<file path="src/rtl/bitslip_pkg.sv">
package bitslip_pkg;
  localparam int SYM_W = 10;
  localparam logic [SYM_W-1:0] COMMA_A = 10'h0FA;
  localparam logic [SYM_W-1:0] COMMA_B = 10'h305;

  function automatic logic is_comma(logic [SYM_W-1:0] s);
    return (s == COMMA_A) || (s == COMMA_B);
  endfunction
endpackage

</file>
<file path="src/rtl/bitslip_scan.sv">
module bitslip_scan
  import bitslip_pkg::*;
#(
  parameter int DW = 20,
  parameter int OW = 5
) (
  input  logic            mode20_i,
  input  logic [2*DW-1:0] win_i,
  output logic            found_o,
  output logic [OW-1:0]   off_o
);
  logic [DW-1:0] hit;

  for (genvar k = 0; k < DW; k++) begin : g_off
    localparam bit LOW_OFF = (k < SYM_W);
    assign hit[k] = is_comma(win_i[k +: SYM_W]) && (mode20_i || LOW_OFF);
  end

  // lowest offset wins
  always_comb begin
    off_o = '0;
    for (int k = DW - 1; k >= 0; k--) begin
      if (hit[k]) off_o = OW'(k);
    end
  end

  assign found_o = |hit;

  always_comb begin
    if (found_o && !mode20_i) begin
      assert_off_narrow_R2: assert (off_o < OW'(SYM_W));
    end
  end
endmodule

</file>
<file path="src/rtl/bitslip_lock.sv">
module bitslip_lock #(
  parameter int DW       = 20,
  parameter int BSEL_W   = 5,
  parameter int LOCK_CNT = 3
) (
  input  logic              clk_i,
  input  logic              rst_ni,
  input  logic              mode20_i,
  input  logic              resync_i,
  input  logic              found_i,
  input  logic [BSEL_W-1:0] off_i,
  output logic              locked_o,
  output logic [BSEL_W-1:0] slip_o,
  output logic [BSEL_W-1:0] bsel_o
);
  localparam int CW = $clog2(LOCK_CNT + 1);
  localparam logic [BSEL_W-1:0] SENT_NARROW = BSEL_W'((1 << (BSEL_W - 1)) - 1);
  localparam logic [BSEL_W-1:0] SENT_WIDE   = '1;
  localparam logic [BSEL_W-1:0] TOP_OFF     = BSEL_W'(DW - 1);

  logic [BSEL_W-1:0] cand_q, slip_q;
  logic [CW-1:0]     cnt_q, cnt_nxt;
  logic              locked_q, same_off;

  assign same_off = (cnt_q != '0) && (off_i == cand_q);
  assign cnt_nxt  = same_off ? cnt_q + CW'(1) : CW'(1);

  always_ff @(posedge clk_i or negedge rst_ni) begin
    if (!rst_ni) begin
      cand_q   <= '0;
      cnt_q    <= '0;
      locked_q <= 1'b0;
      slip_q   <= '0;
    end else if (resync_i) begin
      cand_q   <= '0;
      cnt_q    <= '0;
      locked_q <= 1'b0;
      slip_q   <= '0;
    end else if (!locked_q && found_i) begin
      cand_q <= off_i;
      cnt_q  <= cnt_nxt;
      if (cnt_nxt == CW'(LOCK_CNT)) begin
        locked_q <= 1'b1;
        slip_q   <= off_i;
      end
    end
  end

  always_comb begin
    if (!locked_q)     bsel_o = mode20_i ? SENT_WIDE : SENT_NARROW;
    else if (mode20_i) bsel_o = TOP_OFF - slip_q;
    else               bsel_o = slip_q;
  end

  assign locked_o = locked_q;
  assign slip_o   = slip_q;

  assert_lock_on_hit_R3: assert property (@(posedge clk_i) disable iff (!rst_ni)
    $rose(locked_q) |-> ($past(found_i) && slip_q == $past(off_i)));

  assert_lock_hold_R7: assert property (@(posedge clk_i) disable iff (!rst_ni)
    (locked_q && !resync_i) |=> (locked_q && $stable(slip_q)));

  assert_resync_clear_R8: assert property (@(posedge clk_i) disable iff (!rst_ni)
    resync_i |=> (!locked_o && slip_o == '0));

  assert_wide_range_R5: assert property (@(posedge clk_i) disable iff (!rst_ni)
    (locked_q && mode20_i) |-> (bsel_o <= TOP_OFF));
endmodule

</file>
<file path="src/rtl/bitslip_sel.sv">
module bitslip_sel
  import bitslip_pkg::*;
#(
  parameter int DW = 20,
  parameter int SW = 5
) (
  input  logic            clk_i,
  input  logic            rst_ni,
  input  logic            mode20_i,
  input  logic [2*DW-1:0] win_i,
  input  logic [SW-1:0]   slip_i,
  output logic [DW-1:0]   data_o
);
  localparam int IW = $clog2(2 * DW);
  localparam logic [SW-1:0] LIM_WIDE   = SW'(DW - 1);
  localparam logic [SW-1:0] LIM_NARROW = SW'(SYM_W - 1);
  localparam logic [DW-1:0] LOW_MASK   = DW'((1 << SYM_W) - 1);

  logic [SW-1:0] lim, eff;
  logic [IW-1:0] idx;
  logic [DW-1:0] pick;

  assign lim  = mode20_i ? LIM_WIDE : LIM_NARROW;
  assign eff  = (slip_i > lim) ? lim : slip_i;
  assign idx  = IW'(eff);
  assign pick = win_i[idx +: DW];

  always_ff @(posedge clk_i or negedge rst_ni) begin
    if (!rst_ni) data_o <= '0;
    else         data_o <= mode20_i ? pick : (pick & LOW_MASK);
  end

  assert_narrow_upper_zero_R9: assert property (@(posedge clk_i) disable iff (!rst_ni)
    !mode20_i |=> (data_o[DW-1:SYM_W] == '0));
endmodule

</file>
<file path="src/rtl/bitslip_aligner.sv">
module bitslip_aligner
  import bitslip_pkg::*;
#(
  parameter int DW       = 20,
  parameter int BSEL_W   = 5,
  parameter int LOCK_CNT = 3
) (
  input  logic              clk_i,
  input  logic              rst_ni,
  input  logic              mode20_i,
  input  logic              resync_i,
  input  logic [DW-1:0]     rx_data_i,
  output logic [DW-1:0]     rx_data_o,
  output logic [BSEL_W-1:0] rx_bsel_o,
  output logic [DW/SYM_W-1:0] rx_sync_o,
  input  logic [BSEL_W-1:0] tx_bsel_i,
  input  logic [DW-1:0]     tx_data_i,
  output logic [DW-1:0]     tx_data_o
);
  localparam int WIN_W = 2 * DW;
  localparam int NHALF = DW / SYM_W;

  logic [DW-1:0]     rx_prev_q, tx_prev_q;
  logic [WIN_W-1:0]  rx_win, tx_win;
  logic              found, locked;
  logic [BSEL_W-1:0] off, slip;

  always_ff @(posedge clk_i or negedge rst_ni) begin
    if (!rst_ni) begin
      rx_prev_q <= '0;
      tx_prev_q <= '0;
    end else begin
      rx_prev_q <= rx_data_i;
      tx_prev_q <= tx_data_i;
    end
  end

  // narrow mode uses only the low symbol of each word
  always_comb begin
    rx_win = '0;
    tx_win = '0;
    if (mode20_i) begin
      rx_win = {rx_data_i, rx_prev_q};
      tx_win = {tx_data_i, tx_prev_q};
    end else begin
      rx_win[2*SYM_W-1:0] = {rx_data_i[SYM_W-1:0], rx_prev_q[SYM_W-1:0]};
      tx_win[2*SYM_W-1:0] = {tx_data_i[SYM_W-1:0], tx_prev_q[SYM_W-1:0]};
    end
  end

  bitslip_scan #(.DW(DW), .OW(BSEL_W)) u_scan (
    .mode20_i (mode20_i),
    .win_i    (rx_win),
    .found_o  (found),
    .off_o    (off)
  );

  bitslip_lock #(.DW(DW), .BSEL_W(BSEL_W), .LOCK_CNT(LOCK_CNT)) u_lock (
    .clk_i    (clk_i),
    .rst_ni   (rst_ni),
    .mode20_i (mode20_i),
    .resync_i (resync_i),
    .found_i  (found),
    .off_i    (off),
    .locked_o (locked),
    .slip_o   (slip),
    .bsel_o   (rx_bsel_o)
  );

  bitslip_sel #(.DW(DW), .SW(BSEL_W)) u_rx_sel (
    .clk_i    (clk_i),
    .rst_ni   (rst_ni),
    .mode20_i (mode20_i),
    .win_i    (rx_win),
    .slip_i   (slip),
    .data_o   (rx_data_o)
  );

  bitslip_sel #(.DW(DW), .SW(BSEL_W)) u_tx_sel (
    .clk_i    (clk_i),
    .rst_ni   (rst_ni),
    .mode20_i (mode20_i),
    .win_i    (tx_win),
    .slip_i   (tx_bsel_i),
    .data_o   (tx_data_o)
  );

  for (genvar h = 0; h < NHALF; h++) begin : g_sync
    if (h == 0) begin : g_base
      assign rx_sync_o[h] = locked;
    end else begin : g_upper
      assign rx_sync_o[h] = locked & mode20_i;
    end
  end

  assert_sync_reports_slip_R6: assert property (@(posedge clk_i) disable iff (!rst_ni)
    rx_sync_o[0] |-> (rx_bsel_o <= BSEL_W'(DW - 1)));
endmodule

</file>
<file path="config.mk">
export PLATFORM = sky130hd
export DESIGN_NAME = bitslip_aligner
export DESIGN_NICKNAME = d
export VERILOG_FILES = /design/src/rtl/bitslip_pkg.sv /design/src/rtl/bitslip_scan.sv /design/src/rtl/bitslip_lock.sv /design/src/rtl/bitslip_sel.sv /design/src/rtl/bitslip_aligner.sv
export SDC_FILE = /design/constraint.sdc
export NUM_CORES = 1
export LEC_CHECK = 0
export CAP_MARGIN = 20
export CORE_MARGIN = 5
export CORE_UTILIZATION = 40
export CTS_BUF_LIST = sky130_fd_sc_hd__clkbuf_8
export CTS_CLUSTER_DIAMETER = 120
export DETAILED_ROUTE_END_ITERATION = 16
export GPL_ROUTABILITY_DRIVEN = 0
export PLACE_DENSITY = 0.7
export SYNTH_ARGS = -nofsm -noshare
export SYNTH_HDL_FRONTEND = slang
export SYNTH_SLANG_ARGS = --single-unit
</file>
<file path="constraint.sdc">
create_clock -name clk_i -period 3.7 [get_ports clk_i]
set_input_delay 0.555 -clock clk_i [delete_from_list [all_inputs] [get_ports clk_i]]
set_output_delay 0.555 -clock clk_i [all_outputs]
set_load 0.01 [all_outputs]
</file>
==> reports/metrics.yaml <==
cells_and_area:
  layout.nets: 1224
  nFillCells: 2036
  areaGrowthSynthToFinish_pct: 22.5
  final_cell_mix: "nand2_1, buf_4, clkdlybuf4s50_1, dfrtp_1, mux2i_1"
  fin_area_um2: 11000
  final_common_cell: "nand2_1"
  drive_gt1_frac: 0.191
  final_cell_count_no_fill: 1454
setup_path:
  worstPathArrival_ps: 3740
  required_ps: 3980
  critPathLaunchType: "primary input"
  path_max_fanout: 14
  worstSetupEndpointType: "register"
  crit_type: "primary input to register"
route:
  drt_iter0_drc: 1002
  drc_errors: 0
  routed_wl_um: 29300
  drt.antenna.violating_nets: 0
  dr_total_vias: 9228
  avgViaCountPerCell: 6.35
  post_drt_wl_per_cell_um: 20.1
  first_pass_iters: 8
sta:
  fmax_ghz: 0.289
  slew_viol_final: 0
  post-route-period-util: 0.934
  finalSetupViolCount: 0
  rsz0062_at_grt: "no"
  maxSlewHeadroom: 0.409
  min_period_ps: 3460
  skew_ps: 16.0
  holdWs_ps: 272
  finalHoldViolations: 0
  tightest_slew_ps: 874
logic_synthesis:
  ys.warnings.count: 0
  avgSynthCellArea_um2: 8.60
  async_flop_share: 1.00
  synthesis.nets: 1102
  synthCells: 1045
  ys_seq_area_frac: 0.259
  syn_area_um2: 8990
  synth-edff-count: 0
  ys.flop_type: "dfrtp_1"
  ys_ff_latch: 93
  synth.distinct_cells: 88
global_routing:
  grt-busiest-layer: "met1"
  grt_use_met2: 0.330
  grt_max_degree: 69
  met3_usage: 0.0443
  grt_use_total: 0.225
  antenna_found_initial: 2
  grt_pass1_wl_um: 47100
  grt_pass1_vias: 8340
  grt-ovfl-total: 0
  grt.met1_usage: 0.335
worst_hold_path:
  hold_class: "primary input to async pin"
floorplan:
  die_h_um: 160
  num_rows: 54
  dieArea_um2: 25600
  io_pins: 96
  fp.dieW_um: 160
  coreArea_um2: 22000
  start_util: 0.409
clocking:
  postCtsResizedCells: 0
  cts_tree: "built"
  cts.path.max_buffers: 2
  cts_setup_buffers: 0
  cts-buffers-inserted: 9
  insertion_delay_ps: 390
  htreeDepth: 3
  cts_root_buf: "clkbuf_8"
  hold_buffers: 0
  clk_pin_slew_ps: 100
  cts.sinks: 93
placed_design:
  hpwlAfterDp_um: 22300
  dpl_cell_area_um2: 10800
  numPortBuffers: 95
  place_inst: 1436
outcome:
  status: "finished clean"
flow_run:
  max_cap_viol_count: 0
pwr:
  peakVddDrop_mv: 0.115
  power_density_nw_per_um2: 264
  leakage_nw: 4.41
routing by layer:
metal  vias up  wire (µm)
met4         0        663
met1      4379      12900
met2       582      12700
li1       4211          -
met5         -          0
met3        56       2950
critical path, cell delays in order:
cell and delay, ps:
clkdlybuf4s50_1 550, buf_4 240, nand2_1 100, or4b_2 620
o22ai_1 170, nor3_1 110, nor4b_2 170, buf_4 160
nor4_1 170, buf_4 160, xor2_1 50, nor2_1 230
nand4_4 140, mux2_4 310
Yosys cell counts (14+ instances only):
library cell / count / area [µm²]
dfrtp_1: 93 / 2330
clkbuf_1: 59 / 221
o21ai_0: 67 / 335
inv_1: 21 / 78.8
nor3_1: 33 / 165
nand3_1: 49 / 245
nand4_1: 19 / 119
nand3b_1: 15 / 113
a21oi_1: 61 / 305
o22ai_1: 14 / 87.6
buf_2: 20 / 100
mux4_2: 45 / 1010
nand2_1: 118 / 443
nor2_1: 62 / 233
mux2i_1: 84 / 841
nor2b_1: 16 / 100
area by class of cell:
cell class	count	area [µm²]	share of cell area
Multi-Input combinational cell	832	6190	0.562
Clock inverter	6	41.3	0.00375
Sequential cell	93	2330	0.211
Antenna cell	2	5.00	0.000454
Tap cell	280	350	0.0318
Timing Repair Buffer	209	1880	0.170
Inverter	22	82.6	0.00750
Clock buffer	10	138	0.0125
state kept, by name (all words and copies together), names as in the netlist:
signal,count
tx_prev_q,20
rx_prev_q,20
u_tx_sel.data_o,20
u_lock.cand_q,5
u_rx_sel.data_o,20
u_lock.cnt_q,2
u_lock.slip_o,5
u_lock.locked_o,1
through the flow:
step	util	setup TNS [ps]	power, mW	worst slack [ps]
5_1_grt	0.502	0	3.06	33.9
4_1_cts	0.501	0	2.91	282
3_5_place_dp	0.493	-1080	2.27	-142
2_1_floorplan	-	-215	1.79	-60.5
3_3_place_gp	0.493	-765	2.26	-120
6_report	0.502	0	2.91	244
kinds of logic (layout without fill, tap and decap cells):
logic type	count (synthesis)	in the layout	synth area share
simple gates	409	409	0.247
compound gates	267	267	0.196
mux	143	143	0.224
buf+inv	120	247	0.0579
flops	93	93	0.259
fa+ha+maj	8	8	0.0111
xor+xnor	5	5	0.00487
other cells	0	2	0
final timing paths:
kind	start	to	slack (ps)	cells after the start
min	rst_ni	tx_prev_q[18]	270	1
max	rx_data_i[5]	u_lock.slip_o[0]	240	14
max reg2reg	rx_prev_q[16]	u_lock.slip_o[0]	260	10
max in group asynchronous	rst_ni	u_rx_sel.data_o[10]	2530	2
min in group clk_i	u_lock.cnt_q[0]	u_lock.cnt_q[0]	510	1
min reg2reg	u_lock.cnt_q[0]	u_lock.cnt_q[0]	510	1
power breakdown:
group / internal (mW) / switching [mW] / total (mW) / leakage [nW]
combinational: 0.520 / 0.611 / 1.13 / 3.17
clock: 0.261 / 0.373 / 0.635 / 0.0951
sequential: 1.09 / 0.0469 / 1.14 / 1.15
Note: power is estimated with default switching activity, not from simulation.
